--- config.mk ---
export PLATFORM = sky130hd
export DESIGN_NAME = modem_status_unit
export DESIGN_NICKNAME = d
export VERILOG_FILES = /design/src/rtl/msr_pkg.sv /design/src/rtl/msr_sync.sv /design/src/rtl/msr_src_mux.sv /design/src/rtl/msr_track.sv /design/src/rtl/modem_status_unit.sv
export SDC_FILE = /design/constraint.sdc
export NUM_CORES = 1
export LEC_CHECK = 0
export BUFFER_PORTS_ARGS = -buffer_cell sky130_fd_sc_hd__buf_2
export CAP_MARGIN = 25
export CORE_AREA = 2 2 39 41
export DETAILED_ROUTE_END_ITERATION = 12
export DIE_AREA = 0 0 41 43
export GPL_TIMING_DRIVEN = 0
export PLACE_DENSITY = 0.81
export SYNTH_ARGS = -nofsm -noshare
export SYNTH_HDL_FRONTEND = slang
export SYNTH_HIERARCHICAL = 1
export SYNTH_SLANG_ARGS = --single-unit
export TNS_END_PERCENT = 1
--- constraint.sdc ---
create_clock -name clk -period 1.4 [get_ports clk]
set_input_delay 0.21 -clock clk [delete_from_list [all_inputs] [get_ports clk]]
set_output_delay 0.21 -clock clk [all_outputs]
set_load 0.01 [all_outputs]
--- src/rtl/msr_pkg.sv ---
package msr_pkg;

  // Order mirrors the register nibbles: bit 3 of the nibble is carrier detect.
  typedef struct packed {
    logic dcd;
    logic ri;
    logic dsr;
    logic cts;
  } modem_lines_t;

  typedef struct packed {
    logic ddcd;
    logic teri;
    logic ddsr;
    logic dcts;
  } modem_delta_t;

  localparam int unsigned LINE_CNT = $bits(modem_lines_t);

  // Idle level of the lines after reset: carrier, data-set-ready and
  // clear-to-send high, ring low.
  localparam modem_lines_t LINES_IDLE = '{dcd: 1'b1, ri: 1'b0, dsr: 1'b1, cts: 1'b1};

endpackage

--- src/rtl/msr_sync.sv ---
module msr_sync #(
  parameter int unsigned WIDTH   = 4,
  parameter int unsigned STAGES  = 2,
  parameter logic [WIDTH-1:0] RST_VAL = '0
) (
  input  logic             clk,
  input  logic             rst_n,
  input  logic [WIDTH-1:0] async_i,
  output logic [WIDTH-1:0] sync_o
);

  localparam int unsigned LAST = STAGES - 1;

  logic [WIDTH-1:0] stage_q [STAGES];

  generate
    for (genvar s = 0; s < STAGES; s++) begin : g_stage
      if (s == 0) begin : g_first
        always_ff @(posedge clk or negedge rst_n) begin
          if (!rst_n) stage_q[s] <= RST_VAL;
          else        stage_q[s] <= async_i;
        end
      end else begin : g_next
        always_ff @(posedge clk or negedge rst_n) begin
          if (!rst_n) stage_q[s] <= RST_VAL;
          else        stage_q[s] <= stage_q[s-1];
        end
      end
    end
  endgenerate

  assign sync_o = stage_q[LAST];

endmodule

--- src/rtl/msr_src_mux.sv ---
module msr_src_mux
  import msr_pkg::*;
(
  input  logic         loop_en,
  input  modem_lines_t pins_i,
  input  logic         ctl_dtr,
  input  logic         ctl_rts,
  input  logic         ctl_out1,
  input  logic         ctl_out2,
  output modem_lines_t lines_o
);

  modem_lines_t looped;

  always_comb begin
    looped.cts = ctl_rts;
    looped.dsr = ctl_dtr;
    looped.ri  = ctl_out1;
    looped.dcd = ctl_out2;
    lines_o    = loop_en ? looped : pins_i;
  end

endmodule

--- src/rtl/msr_track.sv ---
module msr_track
  import msr_pkg::*;
(
  input  logic         clk,
  input  logic         rst_n,
  input  modem_lines_t lines_i,
  input  logic         rd_stb,
  output modem_lines_t status_o,
  output modem_delta_t delta_o
);

  modem_lines_t st_q;
  modem_delta_t d_q, chg, keep, d_nxt;

  always_comb begin
    chg.dcts = st_q.cts ^ lines_i.cts;
    chg.ddsr = st_q.dsr ^ lines_i.dsr;
    chg.ddcd = st_q.dcd ^ lines_i.dcd;
    chg.teri = st_q.ri & ~lines_i.ri;      // trailing edge only
    keep     = rd_stb ? '0 : d_q;
    d_nxt    = keep | chg;
  end

  always_ff @(posedge clk or negedge rst_n) begin
    if (!rst_n) begin
      st_q <= LINES_IDLE;
      d_q  <= '0;
    end else begin
      st_q <= lines_i;
      d_q  <= d_nxt;
    end
  end

  assign status_o = st_q;
  assign delta_o  = d_q;


  ri_rise_no_flag_chk: assert property (@(posedge clk) disable iff (!rst_n)
    $past(rst_n) && $rose(st_q.ri) && !$past(d_q.teri) |-> !d_q.teri);


  flag_sticky_chk: assert property (@(posedge clk) disable iff (!rst_n)
    $past(rst_n) && !$past(rd_stb) |-> ((d_q & $past(d_q)) == $past(d_q)));


  read_clears_chk: assert property (@(posedge clk) disable iff (!rst_n)
    $past(rst_n) && $past(rd_stb) && $stable(st_q) |-> (d_q == '0));


  cts_change_flag_chk: assert property (@(posedge clk) disable iff (!rst_n)
    $past(rst_n) && !$stable(st_q.cts) |-> d_q.dcts);

endmodule

--- src/rtl/modem_status_unit.sv ---
module modem_status_unit
  import msr_pkg::*;
#(
  parameter int unsigned SYNC_STAGES = 2
) (
  input  logic       clk,
  input  logic       rst_n,
  input  logic       pin_cts,
  input  logic       pin_dsr,
  input  logic       pin_ri,
  input  logic       pin_dcd,
  input  logic       loop_en,
  input  logic       ctl_dtr,
  input  logic       ctl_rts,
  input  logic       ctl_out1,
  input  logic       ctl_out2,
  input  logic       rd_stb,
  output logic [7:0] msr_q,
  output logic       delta_any
);

  modem_lines_t pins_raw, pins_sync, lines;
  modem_lines_t status;
  modem_delta_t delta;

  always_comb begin
    pins_raw.cts = pin_cts;
    pins_raw.dsr = pin_dsr;
    pins_raw.ri  = pin_ri;
    pins_raw.dcd = pin_dcd;
  end

  msr_sync #(
    .WIDTH   (LINE_CNT),
    .STAGES  (SYNC_STAGES),
    .RST_VAL (LINES_IDLE)
  ) i_sync (
    .clk     (clk),
    .rst_n   (rst_n),
    .async_i (pins_raw),
    .sync_o  (pins_sync)
  );

  msr_src_mux i_mux (
    .loop_en  (loop_en),
    .pins_i   (pins_sync),
    .ctl_dtr  (ctl_dtr),
    .ctl_rts  (ctl_rts),
    .ctl_out1 (ctl_out1),
    .ctl_out2 (ctl_out2),
    .lines_o  (lines)
  );

  msr_track i_track (
    .clk      (clk),
    .rst_n    (rst_n),
    .lines_i  (lines),
    .rd_stb   (rd_stb),
    .status_o (status),
    .delta_o  (delta)
  );

  assign msr_q     = {status, delta};
  assign delta_any = |delta;


  loop_rts_map_chk: assert property (@(posedge clk) disable iff (!rst_n)
    $past(rst_n) && $past(loop_en) |-> (msr_q[4] == $past(ctl_rts)));


  loop_out2_map_chk: assert property (@(posedge clk) disable iff (!rst_n)
    $past(rst_n) && $past(loop_en) |-> (msr_q[7] == $past(ctl_out2)));

endmodule

**Yosys cells after proc, flatten, opt, wreduce, memory -nomap -nowiden**

Cells that the tools add are included.

- Reduce and logical (&&, ||, !) cells: 1
- Muxes and demuxes: 2
- Bitwise gates (word level): 6

Operator list:

| operator | number |
|---|---|
| 2-to-1 mux 4 bit | 2 |
| bitwise OR 4 bit | 1 |
| OR reduction 4 bit | 1 |
| bitwise XOR 1 bit | 3 |
| AND 1 bit | 1 |
| NOT 1 bit | 1 |

- Output and inout port bits: 9
- Bits in registers: 16

**Longest topological paths before layout**

- Depth in word-level cells: 4
- Mapped depth: 4
- Depth with buffers taken out: 3

**By module**

The synthesis kept the hierarchy.

By module, submodules not included:

| module | area an instance (µm²) | cells each | instances | seq. area each (µm²) |
|---|---|---|---|---|
| msr_track | 270.3 | 20 | 1 | 203.9 |
| msr_sync | 237.7 | 12 | 1 | 207.7 |
| msr_src_mux | 45.0 | 4 | 1 | 0.0 |
| modem_status_unit | 7.5 | 1 | 1 | 0.0 |

**Least setup slack after synthesis**

Ideal clock, no wire load.

- Kind: reg2out
- Start: register i_track.d_q (netlist bit i_track/delta_o[1])
- End: output delta_any
- Slack: 210 ps
- Buffers on the path: 0
- Arrival time: 980 ps
- Stages on the path, launching flop included: 2
- Path through: dfrtp_1 -> or4_1

- Longest elaborated chain between the ends: 1

Ends and longest elaborated chain:

| element | RTL line | source |
|---|---|---|
| start: declaration | msr_track.sv:13 | `modem_delta_t d_q, chg, keep, d_nxt;` |
| start signal: assignment | msr_track.sv:30 | `d_q <= d_nxt;` |
| OR reduction 4 bit | modem_status_unit.sv:64 | `assign delta_any = \|delta;` |
| end: declaration | modem_status_unit.sv:19 | `output logic delta_any` |

Every way passes these cells.

**Final worst setup path**

Ends and elaborated chain as after synthesis.

==> impl_metrics.json <==
{
  "syn-cell-area_um2": 560.5,
  "syn2layout_area_growth_pct": 31.03,
  "setup_viol": 1,
  "grt_remaining_overflow": 0,
  "io_buffers": 20,
  "core_mm2": 0.001384,
  "grt_use_total_pct": 12.26,
  "finalNetCount": 77,
  "final.setup_skew_ns": 0.004256,
  "critPathTopFamily": "simple AND/OR/NAND/NOR gates",
  "place_area_um2": 680.7,
  "ys_seq_area_share_pct": 73.44,
  "ctsResizeCount": 0,
  "seqPwrFrac_pct": 59.1,
  "worstReg2RegStart": "i_sync/sync_o[3]",
  "avgSynthCellArea_um2": 15.15,
  "synth_cell_types": 9,
  "endpoint": "delta_any",
  "cp.arrival_ns": 1.31,
  "viasPerCell": 4.450,
  "grt_max_degree": 17,
  "clkSinkCount": 16,
  "fin_crit_ns": 1.519,
  "critPathRequiredTime_ns": 1.19,
  "wl_um": 818,
  "clk_pin_slew_ns": 0.09,
  "ys_warn_count": 6,
  "rsz0062_at_grt": "yes",
  "power.density_mw_per_mm2": 1220,
  "htreeDepth": 1,
  "relSlewSlack_pct": 77.49,
  "combPwrFrac_pct": 14.5,
  "finalCritPeriodShare_pct": 108.5,
  "r2r_cells": 4,
  "swShare_pct": 22.85,
  "finalSetupTns_ns": -0.1193,
  "cp_num_cells": 2,
  "hold_depth": 1,
  "slowest_delay_ns": 0.50,
  "critPathBufInv": 1,
  "final_common_cell": "buf_2",
  "grt_pass1_vias": 355,
  "drcViolationCount": 0,
  "placed_cells": 73,
  "die_h_um": 43,
  "hpwl_um": 652.7,
  "pwr-share-clk_pct": 26.4,
  "irDropWorstVdd_mv": 0.5565,
  "final_area_um2": 734.5,
  "place.gp.congestion": 0.5565,
  "ys_ff_latch": 16,
  "vias": 356,
  "drive_gt1_share_pct": 64.06,
  "hold_path.class": "input port to register",
  "dp_slack_ns": 0.1602,
  "die_w_um": 41,
  "cts_tree": "done",
  "n_antenna_cell": 0,
  "grt_pass1_wl_um": 1380,
  "p_int_w": 0.0006915,
  "crit_slowest_cell": "or4_1",
  "setup_slack_ns": -0.1193,
  "crit_start": "i_track/delta_o[1]",
  "antenna_found_initial": 0,
  "clk_root_buffer_cell": "clkbuf_4",
  "fin_cells": 80,
  "hold_violations": 0,
  "fmax_mhz": 658.2,
  "fin_util_pct": 53.07,
  "clk_path_buf_depth": 2,
  "drt_iter0_drc": 3,
  "postRouteAntennaNets": 0,
  "leakagePower_nw": 0.3544,
  "dieArea_mm2": 0.001763,
  "initial_utilization_pct": 40.51,
  "crit_type": "register to output port",
  "violations": "setup timing",
  "p_switching_w": 0.0002049,
  "maxSlewViolCount": 0,
  "pin_count": 21,
  "synthCells": 37,
  "clk-insertion-delay-late_ns": 0.27,
  "cts-buffers-inserted": 3,
  "r2r_setup_slack_ns": 0.29,
  "synth_nets": 49,
  "drv_cap": 0,
  "rows": 14,
  "crit_chain": "or4_1 -> buf_2",
  "rr_endpoint": "i_track/delta_o[3]",
  "wl_per_cell_um": 10.23,
  "status": "finished, violations left",
  "cp-end-kind": "output port",
  "final_cell_mix": "buf_2, dfstp_2, dfrtp_1",
  "cp-start-kind": "register",
  "critPathMaxFanout": 2,
  "tightestPinTransition_ns": 0.3377,
  "dr.pass1.iters": 2
}
-- layout make-up --
cell class | count | area [um^2]
Buffer | 4 | 30.03
Clock buffer | 4 | 26.28
Fill cell | 131 | 649.4
Inverter | 5 | 18.77
Multi-Input combinational cell | 12 | 100.1
Sequential cell | 16 | 411.6
Tap cell | 16 | 20.02
Timing Repair Buffer | 23 | 127.6
-- synthesized netlist by cell type --
cell type  number  share of area, %
xnor2_1         3               4.7
buf_4           4               5.4
dfrtp_1         7                31
o21ai_1         3               2.7
o22ai_1         1               1.1
inv_1           5               3.3
or4_1           1               1.3
mux2_2          4               8.0
dfstp_2         9                42
-- power groups by stage --
stage	sequential, W	combinational [W]	clock, W
6_report	0.000530	0.000130	0.000237
5_1_grt	0.000537	0.000149	0.000278
3_3_place_gp	0.000537	0.000116	0
3_5_place_dp	0.000540	0.000120	0
4_1_cts	0.000531	0.000130	0.000256
2_1_floorplan	0.000551	0.0000469	0
-- metal layers --
layer,wire [um],vias up,global-route usage (%)
met5,0,-,0
met4,0,0,6.000
met3,68,0,4.712
met2,456,16,20.63
met1,293,171,12.24
li1,-,169,-
-- worst min-delay path by stage --
stage	endpoint	slack, ns	startpoint
2_1_floorplan	i_sync/stage_q[6]	-0.09	rst_n
3_3_place_gp	i_track/delta_o[1]	0.12	rst_n
3_5_place_dp	i_track/delta_o[1]	0.13	rst_n
4_1_cts	i_sync/stage_q[5]	0.006	pin_dsr
5_1_grt	i_sync/stage_q[5]	0.00004	pin_dsr
6_report	i_sync/stage_q[5]	0.02	pin_dsr
-- stage by stage --
| stage | power, W | hold slack, ns |
|---|---|---|
| finish | 0.0008964 | 0.02371 |
| global route | 0.0009638 | 0.00003900 |
| CTS | 0.0009178 | 0.005947 |
| detailed placement | 0.0006604 | 0.1294 |
| global placement | 0.0006532 | 0.1240 |
| floorplan | 0.0005981 | -0.08559 |
-- kinds of logic (layout without fill, tap and decap cells) --
logic type | Yosys count | after routing | share of synthesized area (%)
flops | 16 | 16 | 73.44
buf+inv | 9 | 36 | 8.706
compound gates | 4 | 4 | 3.795
mux | 4 | 4 | 8.035
xor+xnor | 3 | 3 | 4.688
simple gates | 1 | 1 | 1.340
-- sequential cells by signal (all words and copies together) (netlist names) --
| name | cells |
|---|---|
| i_sync/stage_q | 4 |
| i_sync/sync_o | 4 |
| i_track/delta_o | 4 |
| i_track/status_o | 4 |
-- timing repair --
action | in CTS | in global routing
pin swaps | 1 | 1
endpoints found under the hold margin | 7 | 1
hold buffers | 1 | 1
buffers inserted | 1 | 0
endpoints found under the setup margin | 1 | 1
(Power assumes the default switching activity.)
